[src/rtl/scfg_pkg.sv]
package scfg_pkg;
  localparam int unsigned SW_W       = 3;
  localparam int unsigned DLY_W      = 6;
  localparam int unsigned ID_W       = 4;
  localparam int unsigned FRAME_BITS = 1 + DLY_W + 1 + ID_W;

  localparam logic [ID_W-1:0] ID_CODE = 4'b0011;

  typedef enum logic [2:0] {
    ST_WAIT,
    ST_FRAME,
    ST_CLOSE,
    ST_TAIL,
    ST_DONE
  } seq_state_e;

  // MSB goes out first: sleep, delay field, mute, id bits
  function automatic logic [FRAME_BITS-1:0] build_word(input logic [SW_W-1:0] sw);
    logic [DLY_W-1:0] dly;
    dly = {{(DLY_W-SW_W){1'b0}}, sw};
    return {1'b0, dly, 1'b0, ID_CODE};
  endfunction
endpackage

[src/rtl/scfg_tick_gen.sv]
module scfg_tick_gen #(
  parameter int unsigned HALF_DIV = 4
) (
  input  logic clk_i,
  input  logic rst_ni,
  input  logic en_i,
  output logic tick_o
);
  localparam int unsigned CW = (HALF_DIV > 1) ? $clog2(HALF_DIV) : 1;
  localparam logic [CW-1:0] LAST = CW'(HALF_DIV - 1);

  logic [CW-1:0] cnt_q;

  assign tick_o = en_i && (cnt_q == LAST);

  always_ff @(posedge clk_i or negedge rst_ni) begin
    if (!rst_ni) begin
      cnt_q <= '0;
    end else if (en_i) begin
      cnt_q <= tick_o ? '0 : cnt_q + 1'b1;
    end
  end
endmodule

[src/rtl/scfg_shift_reg.sv]
module scfg_shift_reg
  import scfg_pkg::*;
(
  input  logic            clk_i,
  input  logic            rst_ni,
  input  logic            load_i,
  input  logic            shift_i,
  input  logic [SW_W-1:0] sw_i,
  output logic            data_o
);
  logic [FRAME_BITS-1:0] word_q;

  always_ff @(posedge clk_i or negedge rst_ni) begin
    if (!rst_ni) begin
      word_q <= '0;
    end else if (load_i) begin
      word_q <= build_word(sw_i);
    end else if (shift_i) begin
      word_q <= {word_q[FRAME_BITS-2:0], word_q[FRAME_BITS-1]};
    end
  end

  assign data_o = word_q[FRAME_BITS-1];
endmodule

[src/rtl/scfg_frame_fsm.sv]
module scfg_frame_fsm
  import scfg_pkg::*;
#(
  parameter int unsigned START_TICKS = 2,
  parameter int unsigned TAIL_TICKS  = 2
) (
  input  logic clk_i,
  input  logic rst_ni,
  input  logic tick_i,
  output logic load_o,
  output logic shift_o,
  output logic sck_o,
  output logic req_o,
  output logic done_o
);
  localparam int unsigned BW = $clog2(FRAME_BITS);
  localparam int unsigned WW = (START_TICKS > 1) ? $clog2(START_TICKS) : 1;
  localparam int unsigned TW = (TAIL_TICKS > 1) ? $clog2(TAIL_TICKS) : 1;
  localparam logic [BW-1:0] BIT_LAST  = BW'(FRAME_BITS - 1);
  localparam logic [WW-1:0] WAIT_LAST = WW'(START_TICKS - 1);
  localparam logic [TW-1:0] TAIL_LAST = TW'(TAIL_TICKS - 1);

  seq_state_e state_q;
  logic [BW-1:0] bit_q;
  logic [WW-1:0] wait_q;
  logic [TW-1:0] tail_q;
  logic sck_q, req_q, done_q;

  assign load_o  = tick_i && (state_q == ST_WAIT) && (wait_q == WAIT_LAST);
  assign shift_o = tick_i && (state_q == ST_FRAME) && !sck_q && (bit_q != BIT_LAST);

  always_ff @(posedge clk_i or negedge rst_ni) begin
    if (!rst_ni) begin
      state_q <= ST_WAIT;
      bit_q   <= '0;
      wait_q  <= '0;
      tail_q  <= '0;
      sck_q   <= 1'b1;
      req_q   <= 1'b1;
      done_q  <= 1'b0;
    end else if (tick_i) begin
      unique case (state_q)
        ST_WAIT: begin
          if (wait_q == WAIT_LAST) begin
            req_q   <= 1'b0;
            state_q <= ST_FRAME;
          end else begin
            wait_q <= wait_q + 1'b1;
          end
        end
        ST_FRAME: begin
          if (sck_q) begin
            sck_q <= 1'b0;
          end else begin
            sck_q <= 1'b1;
            if (bit_q == BIT_LAST) state_q <= ST_CLOSE;
            else                   bit_q   <= bit_q + 1'b1;
          end
        end
        ST_CLOSE: begin
          req_q   <= 1'b1;
          state_q <= ST_TAIL;
        end
        ST_TAIL: begin
          if (tail_q == TAIL_LAST) begin
            done_q  <= 1'b1;
            state_q <= ST_DONE;
          end else begin
            tail_q <= tail_q + 1'b1;
          end
        end
        default: ;
      endcase
    end
  end

  assign sck_o  = sck_q;
  assign req_o  = req_q;
  assign done_o = done_q;
endmodule

[src/rtl/scfg_sequencer.sv]
module scfg_sequencer
  import scfg_pkg::*;
#(
  parameter int unsigned HALF_DIV    = 4,
  parameter int unsigned START_TICKS = 2
) (
  input  logic            clk_i,
  input  logic            rst_ni,
  input  logic [SW_W-1:0] sw_i,
  output logic            sck_o,
  output logic            data_o,
  output logic            req_o,
  output logic            done_o
);
  logic tick, load, shift, done;

  scfg_tick_gen #(.HALF_DIV(HALF_DIV)) tick_gen_i (
    .clk_i  (clk_i),
    .rst_ni (rst_ni),
    .en_i   (!done),
    .tick_o (tick)
  );

  scfg_frame_fsm #(.START_TICKS(START_TICKS), .TAIL_TICKS(2)) fsm_i (
    .clk_i   (clk_i),
    .rst_ni  (rst_ni),
    .tick_i  (tick),
    .load_o  (load),
    .shift_o (shift),
    .sck_o   (sck_o),
    .req_o   (req_o),
    .done_o  (done)
  );

  scfg_shift_reg shift_i (
    .clk_i   (clk_i),
    .rst_ni  (rst_ni),
    .load_i  (load),
    .shift_i (shift),
    .sw_i    (sw_i),
    .data_o  (data_o)
  );

  assign done_o = done;
endmodule

[config.mk]
export PLATFORM = sky130hd
export DESIGN_NAME = scfg_sequencer
export DESIGN_NICKNAME = d
export VERILOG_FILES = /design/src/rtl/scfg_pkg.sv /design/src/rtl/scfg_tick_gen.sv /design/src/rtl/scfg_shift_reg.sv /design/src/rtl/scfg_frame_fsm.sv /design/src/rtl/scfg_sequencer.sv
export SDC_FILE = /design/constraint.sdc
export NUM_CORES = 1
export LEC_CHECK = 0
export BUFFER_PORTS_ARGS = -buffer_cell sky130_fd_sc_hd__buf_2
export CORE_ASPECT_RATIO = 0.6
export CORE_MARGIN = 4
export CORE_UTILIZATION = 44
export DETAILED_ROUTE_END_ITERATION = 8
export PLACE_DENSITY = 0.7
export SYNTH_ARGS = -nofsm -noshare
export SYNTH_HDL_FRONTEND = slang
export SYNTH_SLANG_ARGS = --single-unit
[constraint.sdc]
create_clock -name clk_i -period 1.9 [get_ports clk_i]
set_clock_uncertainty 0.15 [all_clocks]
set_input_delay 0.19 -clock clk_i [delete_from_list [all_inputs] [get_ports clk_i]]
set_output_delay 0.19 -clock clk_i [all_outputs]
set_load 0.01 [all_outputs]
==> Word level (Yosys, flattened, before mapping) <==
Cells that the tools add are included.
{ "classes": {"muxes": 13, "bitwise": 2, "n_addsub": 4, "eq_ne": 10, "n_reduce_logical": 19} }
{ "op_table": {"columns": ["op", "n"], "rows": [
  ["12-bit two-way mux", 2],
  ["3-bit two-way mux", 4],
  ["3-bit one-hot mux with 4 select lines", 1],
  ["3-bit by 2-bit == test with 1-bit output, second input constant", 2],
  ["1-bit logical AND", 6],
  ["2-bit AND reduction", 3],
  ["3-bit AND reduction", 2],
  ["6-bit AND reduction", 1],
  ["4-bit by 1-bit adder with 4-bit output, second input constant", 1],
  ["4-bit == test, second input constant", 1],
  ["1-bit two-way mux", 4],
  ["2-bit by 1-bit != test with 1-bit output, second input constant", 2],
  ["2-bit != test, second input constant", 2],
  ["4-bit != test, second input constant", 1],
  ["4-bit AND reduction", 1],
  ["2-bit nonzero test", 2],
  ["4-bit nonzero test", 1],
  ["3-bit by 1-bit == test with 1-bit output, second input constant", 1],
  ["3-bit logical NOT", 1],
  ["1-bit adder, second input constant", 2],
  ["2-bit by 1-bit adder with 2-bit output, second input constant", 1],
  ["2-bit == test, second input constant", 1],
  ["1-bit logical NOT", 2],
  ["2-bit two-way mux", 1],
  ["other kinds (2)", 3]
]} }
{ "word_totals": {"out_inout_bits": 4, "register_bits": 26, "wordCells": 57, "in_bits": 5} }

==> Longest topological paths before layout <==
Gate-level depths: netlist of run 1.
{ "depth": {"word_depth": 7, "depth_mapped": 6, "ltp_nobuf": 4} }

==> Hierarchy <==
From an unflattened synthesis of run 1, not the netlist that was laid out.
{ "hier_totals": {"hier_cells": 95, "area_unflattened_um2": 1193.6} }
{ "by_module_without_submodules": {"columns": ["mod", "cells_each", "seq_area_each_um2", "n_inst", "area_each_um2"], "rows": [
  ["scfg_frame_fsm", 45, 302.8, 1, 574.3],
  ["scfg_shift_reg", 42, 300.3, 1, 519.2],
  ["scfg_tick_gen", 7, 50.0, 1, 96.3],
  ["scfg_sequencer", 1, 0.0, 1, 3.8]
]} }

==> Least setup slack after synthesis of run 1 <==
OpenSTA, ideal clock, no wires.
{ "synth_path": {"kind": "register to register", "startpoint": "register tick_gen_i.cnt_q[0]", "endpoint": "register fsm_i.bit_q[2]", "path_stages_with_launch": 6, "arrival_time_ns": 1.423, "synth_period_minus_slack_ns": 1.698, "path_slack_ns": 0.202, "t_required_ns": 1.625, "path_buffers": 1, "cell_sequence": "dfrtp_1 -> ha_1 -> nor4bb_1 -> buf_2 -> nand3_1 -> mux2_4"} }
{ "synth_between": {"elab_chain_len": 3} }
{ "synth_rtl": {"columns": ["item", "line", "text"], "rows": [
  ["from (decl)", "scfg_tick_gen.sv:12", "logic [CW-1:0] cnt_q;"],
  ["from (signal assigned)", "scfg_tick_gen.sv:20", "cnt_q <= tick_o ? '0 : cnt_q + 1'b1;"],
  ["2-bit == test", "scfg_tick_gen.sv:14", "assign tick_o = en_i && (cnt_q == LAST);"],
  ["1-bit logical AND", "scfg_tick_gen.sv:14", null],
  ["4-bit AND reduction (no source line)", null, null],
  ["to (signal assigned)", "scfg_frame_fsm.sv:57", "else bit_q <= bit_q + 1'b1;"],
  ["to (decl)", "scfg_frame_fsm.sv:24", "logic [BW-1:0] bit_q;"]
]} }
No other way between the ends.
A chain may end at the register's enable or synchronous reset.

==> Worst setup path after layout of run 1 <==
{ "layout_path": {"startpoint": "register tick_gen_i.cnt_q[0]", "endpoint": "register shift_i.word_q[11]"} }
{ "layout_between": {"elab_chain_len": 6, "elab_cells_between_ends": 9, "classes_between": "eq/ne: 1; mux: 1; reduce/logical: 7"} }
{ "layout_rtl": {"columns": ["item", "line", "text"], "rows": [
  ["2-bit == test (*)", "scfg_tick_gen.sv:14", null],
  ["1-bit logical AND (*)", "scfg_tick_gen.sv:14", null],
  ["1-bit logical AND (3 in series)", "scfg_frame_fsm.sv:30", "assign shift_o = tick_i && (state_q == ST_FRAME) && !sck_q && (bit_q != BIT_LAST);"],
  ["2-bit nonzero test (no source line)", null, null],
  ["to (signal assigned)", "scfg_shift_reg.sv:17", "word_q <= build_word(sw_i);"],
  ["to (signal assigned)", "scfg_shift_reg.sv:19", "word_q <= {word_q[FRAME_BITS-2:0], word_q[FRAME_BITS-1]};"],
  ["to (decl)", "scfg_shift_reg.sv:11", "logic [FRAME_BITS-1:0] word_q;"]
]} }
Mark *: on every way between the ends. The rest lies on a longest branch, timed or not.

==> results of run 1 <==
final timing paths:
path,from,endpoint,slack (ns),cells past startpoint
max,tick_gen_i.cnt_q[0],shift_i.word_q[11],0.12,4
min in group asynchronous,rst_ni,fsm_i.wait_q,0.29,2
max reg2reg,tick_gen_i.cnt_q[0],shift_i.word_q[11],0.12,4
max in group asynchronous,rst_ni,fsm_i.sck_o,0.93,2
min,sw_i[1],shift_i.word_q[6],0.02,3
min reg2reg,fsm_i.bit_q[0],fsm_i.bit_q[0],0.36,1
synthesized netlist by cell type, drive strengths merged (2+ instances only):
library cell	count
dfrtp	24
o21ai	15
nand4	11
buf	6
nand3	6
a21oi	5
nand2b	4
mux2	3
nor2	3
nor3	3
o211ai	3
o31ai	3
a21o	2
clkbuf	2
dfstp	2
ha	2
mux2i	2
nor4bb	2
xor2	2
critical path, stage by stage, from the launching register on:
cell	delay, ns
sky130_fd_sc_hd__dfrtp_1	0.39
sky130_fd_sc_hd__ha_2	0.26
sky130_fd_sc_hd__or4b_4	0.56
sky130_fd_sc_hd__nor2_2	0.21
sky130_fd_sc_hd__o31ai_1	0.08
cells by family (layout without fill, tap and decap cells):
group / after synthesis / in the layout / share of synthesized area (%)
AOI/OAI and AO/OA: 32 / 32 / 15.2
xor gates and xnor gates: 2 / 2 / 1.38
adders and majority gates: 2 / 2 / 1.97
buffers and inverters: 9 / 20 / 4.14
DFF: 26 / 26 / 51.5
muxes: 5 / 5 / 4.54
and+or+nand+nor: 38 / 38 / 21.3
power by group:
part           switching (uW)  internal [uW]
Sequential               1.85            556
Combinational            14.2           6.91
Clock                     168            185
Total                     184            748
cell type report:
class / count / area (um^2)
inverters: 1 / 3.75
repair buffers: 15 / 95.1
well taps: 32 / 40.0
fillers: 220 / 1200
flip-flops and latches: 26 / 653
clock buffers: 4 / 55.1
multi-input cells: 79 / 584
metal layers:
| metal | vias to the layer above | global-route usage [%] | wire length, um | share of wire [%] |
|---|---|---|---|---|
| li1 | 450 | - | - | - |
| met1 | 480 | 20.8 | 1350 | 53 |
| met2 | 22 | 18.6 | 1100 | 43 |
| met3 | 2 | 4.36 | 100 | 3.9 |
| met4 | 0 | 1.78 | 11 | 0.43 |
| met5 | - | 0 | 0 | 0 |
what timing repair did:
| action | 4_1_cts | 5_1_grt |
|---|---|---|
| gates resized for setup | 1 | 2 |
| hold buffers | 1 | 0 |
| endpoints found under the hold margin | 24 | 0 |
| endpoints found under the setup margin | 5 | 10 |
sequential cells by signal (all words and copies together) (netlist names):
name	count
fsm_i.wait_q	1
fsm_i.req_o	1
fsm_i.done_o	1
fsm_i.sck_o	1
shift_i.word_q	12
tick_gen_i.cnt_q	2
fsm_i.state_q	3
fsm_i.tail_q	1
fsm_i.bit_q	4
stage by stage:
| stage | TNS (ns) | cells | util (%) | hold slack (ns) |
|---|---|---|---|---|
| final | 0 | 157 | 54.5 | 0.0161 |
| after global routing | 0 | 157 | 54.5 | 0.0305 |
| after CTS | 0 | 157 | 54.0 | 0.0193 |
| after detailed placement | -0.00757 | 152 | 51.4 | 0.0695 |
| after global placement | 0 | 152 | 51.4 | 0.0650 |
| after floorplan | 0 | 114 | - | -0.256 |
==> tab_implementation.tex, run 1 <==
\begin{tabular}{lr}
\hline
Metric & Value \\
\hline
\multicolumn{2}{l}{\textbf{Synth}} \\
\quad Share of the synthesized area in the top cell type & between 40\% and 50\% \\
\quad Synthesized area per cell & between 10 and 15 um\^{}2 \\
\quad Async SR Flop Fraction & 100\% \\
\quad Number of synthesis warnings & 0 \\
\quad Syn Nets & around 120 \\
\quad Post-Synthesis Cell Area & between 1000 and 1500 um\^{}2 \\
\quad Number of library cell types mapped by synthesis & 39 \\
\quad EDFF count, synth & 0 \\
\quad Number of synthesized register bits & 26 \\
\quad Share of the yosys chip area belonging to registers & roughly 50\% \\
\quad Cell types occupying the most area after synthesis & sky130\_fd\_sc\_hd\_\_dfrtp\_1, sky130\_fd\_sc\_hd\_\_nand4\_1, sky130\_fd\_sc\_hd\_\_o21ai\_1, sky130\_fd\_sc\_hd\_\_dfstp\_2, sky130\_fd\_sc\_hd\_\_nand3\_1 \\
\quad Number of instances in the synthesized netlist & 114 \\
\quad Predominant post-synthesis flop cell & sky130\_fd\_sc\_hd\_\_dfrtp\_1 \\
\quad Leading area contributor after synthesis & sky130\_fd\_sc\_hd\_\_dfrtp\_1 \\
\multicolumn{2}{l}{\textbf{Timing}} \\
\quad Relative max-transition margin & between 60\% and 70\% \\
\quad Setup violators final & 0 \\
\quad Final setup margin & about 0.12 ns \\
\quad Final Max Slew Viols & 0 \\
\quad Endpoints failing hold & 0 \\
\quad Final critical path time including I/O delays and setup & 1.78 ns \\
\quad Least-Margin Pin Slew & 0.570 ns \\
\quad Tcrit/Tclk final & around 94\% \\
\quad Peak Freq & between 500 and 600 MHz \\
\quad Setup repair after global routing missed its margin & false \\
\multicolumn{2}{l}{\textbf{Final layout}} \\
\quad Number of diodes & 0 \\
\quad Area added between synthesis and finish & 12.8\% \\
\quad Most common library cell in the layout ignoring fill and taps & sky130\_fd\_sc\_hd\_\_dfrtp\_1 \\
\quad Cell area after layout & around 1400 um\^{}2 \\
\quad Number of nets at the end of the flow & 133 \\
\quad Most frequent cells in the layout & sky130\_fd\_sc\_hd\_\_dfrtp\_1, sky130\_fd\_sc\_hd\_\_nand4\_1, sky130\_fd\_sc\_hd\_\_o21ai\_1 \\
\quad Layout cell share with drive strength beyond 1 & 24.8\% \\
\multicolumn{2}{l}{\textbf{Pwr}} \\
\quad Worst VDD drop & between 400 and 500 uV \\
\quad Power density relative to cell area & roughly 650 nW/um\^{}2 \\
\quad Leakage Power & between 0.0006 and 0.0007 uW \\
\quad Design Power & between 900 and 1000 uW \\
\multicolumn{2}{l}{\textbf{Critical path}} \\
\quad Worst EP required & approximately 1.9 ns \\
\quad Worst-path maximum fanout & 9 \\
\quad Critical path endpoint category & flip-flop \\
\quad CP Launch Type & flip-flop \\
\quad Kind of critical path & flip-flop to flip-flop \\
\quad Arrival @ worst endpoint & between 1.5 and 2 ns \\
\multicolumn{2}{l}{\textbf{Clocking}} \\
\quad Clock input transition at the sequential cells of the worst setup and hold paths & $\sim$0.09 ns \\
\quad \# H-tree levels & 1 \\
\quad Library cell used as clock root buffer & sky130\_fd\_sc\_hd\_\_clkbuf\_8 \\
\quad Clock latency on the worst-skew pair & between 0.2 and 0.3 ns \\
\quad \# Post-CTS Setup Buffers & 0 \\
\quad CTS tree & built \\
\quad CTS sink cnt & 26 \\
\quad Inserted Clock Buffers & 3 \\
\quad Number of buffers on the longest clock path & 2 \\
\multicolumn{2}{l}{\textbf{Placed design}} \\
\quad Post-Place Worst Slack & -0.00757 ns \\
\quad Weighted congestion at the end of routability-driven global placement & 0.762 \\
\quad Post-placement cell area & $\sim$1400 um\^{}2 \\
\quad Port Buf Inserts & 8 \\
\quad Placed wire-length estimate & 1750 um \\
\multicolumn{2}{l}{\textbf{Global route}} \\
\quad Maximum number of pins on one net before global-route repair & 27 \\
\quad First-pass GRT wire length & about 4200 um \\
\quad Antenna violations before repair & 0 \\
\quad Vias in the first global route & between 800 and 900 \\
\quad Total gr overflow & 0 \\
\quad GRT Resource Usage Total & 13.5\% \\
\multicolumn{2}{l}{\textbf{Route}} \\
\quad 1st-pass router iterations & 4 \\
\quad Post-DRT Antenna Nets & 0 \\
\quad Post-route DRC violation count & 0 \\
\quad Final wirelength & approximately 2600 um \\
\quad Total vias in the final route & around 950 \\
\quad Detailed Route Iter0 Violations & slightly below 50 \\
\quad Final routed wire length divided by cell count & around 16 um \\
\quad Routed vias/inst & about 6.1 \\
\multicolumn{2}{l}{\textbf{Floorplan}} \\
\quad Area enclosed by the die boundary & 3830 um\^{}2 \\
\quad Core Region & between 2000 and 3000 um\^{}2 \\
\quad Die width & between 70 and 80 um \\
\quad Number of core rows & 14 \\
\quad Starting utilization of the core area & between 40 and 50\% \\
\quad Floorplan die height & between 40 and 50 um \\
\quad IO Count & 9 \\
\multicolumn{2}{l}{\textbf{Hold path}} \\
\quad Worst min-delay path category & primary input to flip-flop \\
\multicolumn{2}{l}{\textbf{Job}} \\
\quad Number of violations of the max-capacitance limit & 0 \\
\multicolumn{2}{l}{\textbf{Outcome}} \\
\quad Status & completed \\
\hline
\end{tabular}
(Power assumes the default switching activity.)
==> inputs of run 2 (changes only) <==
Settings changed: SETUP_SLACK_MARGIN set to 0.15.
Clock period 1.9 ns to 2.2 ns, I/O delays scaled along.
==> tab_implementation.tex, run 2 (synthesis results as in run 1) <==
\begin{tabular}{lr}
\hline
Metric & Value \\
\hline
\multicolumn{2}{l}{\textbf{Outcome}} \\
\quad Status & completed \\
\multicolumn{2}{l}{\textbf{Global route}} \\
\quad Maximum number of pins on one net before global-route repair & 27 \\
\quad Antenna violations before repair & 0 \\
\quad GRT Resource Usage Total & about 15\% \\
\quad Total gr overflow & 0 \\
\quad Vias in the first global route & 890 \\
\quad First-pass GRT wire length & about 4600 um \\
\multicolumn{2}{l}{\textbf{Critical path}} \\
\quad Arrival @ worst endpoint & roughly 1.9 ns \\
\quad Top Family by Delay on Critical Path & simple AND/OR/NAND/NOR gates \\
\quad Biggest cell delay along the critical path & approximately 0.65 ns \\
\quad CP Launch Type & flip-flop \\
\quad Worst EP required & between 2 and 2.5 ns \\
\quad Kind of critical path & flip-flop to flip-flop \\
\quad Worst-path maximum fanout & 9 \\
\quad Combined buffer and inverter count along the critical path & 0 \\
\quad Critical-path cell with the highest stage delay & sky130\_fd\_sc\_hd\_\_or4b\_1 \\
\quad Worst path cell trace & ha\_1 > or4b\_1 > nor2\_2 > o31ai\_1 \\
\quad Critical path endpoint category & flip-flop \\
\multicolumn{2}{l}{\textbf{Final layout}} \\
\quad Most common library cell in the layout ignoring fill and taps & sky130\_fd\_sc\_hd\_\_dfrtp\_1 \\
\quad Layout cell share with drive strength beyond 1 & between 20\% and 30\% \\
\quad Number of diodes & 0 \\
\quad Registers with the most flip-flops & shift\_i.word\_q x12, fsm\_i.bit\_q x4, fsm\_i.state\_q x3 \\
\quad Filler Cells Inserted & around 240 \\
\quad Most frequent cells in the layout & sky130\_fd\_sc\_hd\_\_dfrtp\_1, sky130\_fd\_sc\_hd\_\_nand4\_1, sky130\_fd\_sc\_hd\_\_o21ai\_1 \\
\quad Finished Layout Cells & 156 \\
\quad Register containing the most flip-flops in the final layout & shift\_i.word\_q \\
\quad Number of flip-flops under the largest register name & 12 \\
\quad Number of nets at the end of the flow & 132 \\
\quad Area added between synthesis and finish & 11.0\% \\
\multicolumn{2}{l}{\textbf{Route}} \\
\quad Final routed wire length divided by cell count & between 15 and 20 um \\
\quad Total vias in the final route & 942 \\
\quad 1st-pass router iterations & 4 \\
\quad Post-route DRC violation count & 0 \\
\quad Routed vias/inst & between 6 and 7 \\
\quad Post-DRT Antenna Nets & 0 \\
\quad Final wirelength & 2660 um \\
\quad Detailed Route Iter0 Violations & 72 \\
\multicolumn{2}{l}{\textbf{Floorplan}} \\
\quad Core Region & approximately 2600 um\^{}2 \\
\quad Area enclosed by the die boundary & 3830 um\^{}2 \\
\quad Die width & approximately 77 um \\
\quad IO Count & 9 \\
\quad Starting utilization of the core area & 48.3\% \\
\quad Floorplan die height & 49.6 um \\
\quad Number of core rows & 14 \\
\multicolumn{2}{l}{\textbf{Placed design}} \\
\quad Port Buf Inserts & 8 \\
\quad Weighted congestion at the end of routability-driven global placement & between 0.7 and 0.8 \\
\quad Post-placement cell count & $\sim$150 \\
\quad Placed wire-length estimate & about 1800 um \\
\quad Post-Place Worst Slack & about 0.33 ns \\
\multicolumn{2}{l}{\textbf{Clocking}} \\
\quad Count of instances resized after the clock tree is built & 0 \\
\quad Inserted Clock Buffers & 3 \\
\quad Library cell used as clock root buffer & sky130\_fd\_sc\_hd\_\_clkbuf\_8 \\
\quad CTS tree & built \\
\quad Number of buffers on the longest clock path & 2 \\
\quad CTS sink cnt & 26 \\
\quad \# Post-CTS Setup Buffers & 0 \\
\quad \# H-tree levels & 1 \\
\quad Total of hold buffers inserted after clock tree synthesis & 1 \\
\quad Clock latency on the worst-skew pair & roughly 0.27 ns \\
\quad Clock input transition at the sequential cells of the worst setup and hold paths & 0.09 ns \\
\multicolumn{2}{l}{\textbf{Pwr}} \\
\quad Leakage Power & around 0.0006 uW \\
\quad Power density relative to cell area & between 500 and 600 nW/um\^{}2 \\
\quad Worst VDD drop & approximately 350 uV \\
\multicolumn{2}{l}{\textbf{Timing}} \\
\quad Fin Setup TNS & 0 ns \\
\quad Final setup margin & 0.316 ns \\
\quad Final Max Slew Viols & 0 \\
\quad Setup repair after global routing missed its margin & false \\
\quad Final critical path time including I/O delays and setup & $\sim$1.9 ns \\
\quad Tcrit/Tclk final & a little under nine tenths \\
\quad Relative max-transition margin & 61.8\% \\
\quad Least-Margin Pin Slew & roughly 0.57 ns \\
\quad Setup violators final & 0 \\
\quad Endpoints failing hold & 0 \\
\quad Peak Freq & 531 MHz \\
\multicolumn{2}{l}{\textbf{Hold path}} \\
\quad Worst min-delay path category & primary input to flip-flop \\
\multicolumn{2}{l}{\textbf{Job}} \\
\quad Number of violations of the max-capacitance limit & 0 \\
\hline
\end{tabular}
==> run 2: cell types whose count changed in the layout (fill, tap and decap cells not counted), sizes merged <==
cell	delta
buf	-1
==> run 2: final timing paths <==
kind	start	end	slack, ns	cells after the start
worst min register to register	fsm_i.bit_q[0]	fsm_i.bit_q[0]	0.36	1
worst min-delay path	sw_i[0]	shift_i.word_q[5]	0.06	3
max in group asynchronous	rst_ni	fsm_i.sck_o	1.20	2
min in group asynchronous	rst_ni	fsm_i.wait_q	0.32	2
worst max-delay path	tick_gen_i.cnt_q[0]	shift_i.word_q[11]	0.32	4
worst max register to register	tick_gen_i.cnt_q[0]	shift_i.word_q[11]	0.32	4
==> run 2: tightest hold or removal path, stage by stage <==
cell	delay [ns]
sky130_fd_sc_hd__buf_2	0.08
sky130_fd_sc_hd__nand3_1	0.06
sky130_fd_sc_hd__o211ai_1	0.09
==> run 2: where the power goes <==
| group | total (uW) | internal [uW] | switching (uW) |
|---|---|---|---|
| Clock | 309 | 160 | 149 |
| Sequential | 482 | 480 | 1.55 |
| Combinational | 18.4 | 5.97 | 12.4 |
==> run 2: final cells by class <==
| cell class | count | area, um^2 | area share (%) |
|---|---|---|---|
| Sequential cell | 26 | 653 | 46.4 |
| Multi-Input combinational cell | 79 | 569 | 40.4 |
| Timing Repair Buffer | 14 | 87.6 | 6.22 |
| Clock buffer | 4 | 55.1 | 3.91 |
| Tap cell | 32 | 40.0 | 2.84 |
| Inverter | 1 | 3.75 | 0.266 |
==> run 2: layer usage <==
metal  vias to the layer above  part of all wire (%)  wire, um  GRT usage [%]
met3                         3                   5.4       144           3.82
met2                        30                    44      1160           20.9
met1                       457                    50      1330           22.9
met4                         0                  0.71        19           3.25
met5                         -                     0         0              0
li1                        452                     -         -              -
==> run 2: stage by stage <==
stage | hold slack [ns] | utilization [%] | power [uW] | cell area (um^2)
floorplan | -0.226 | - | 494 | 1270
global placement | 0.0958 | 51.1 | 509 | 1340
detailed placement | 0.0994 | 51.1 | 509 | 1340
CTS | 0.0558 | 53.6 | 821 | 1410
global route | 0.0564 | 53.6 | 855 | 1410
finish | 0.0589 | 53.6 | 810 | 1410
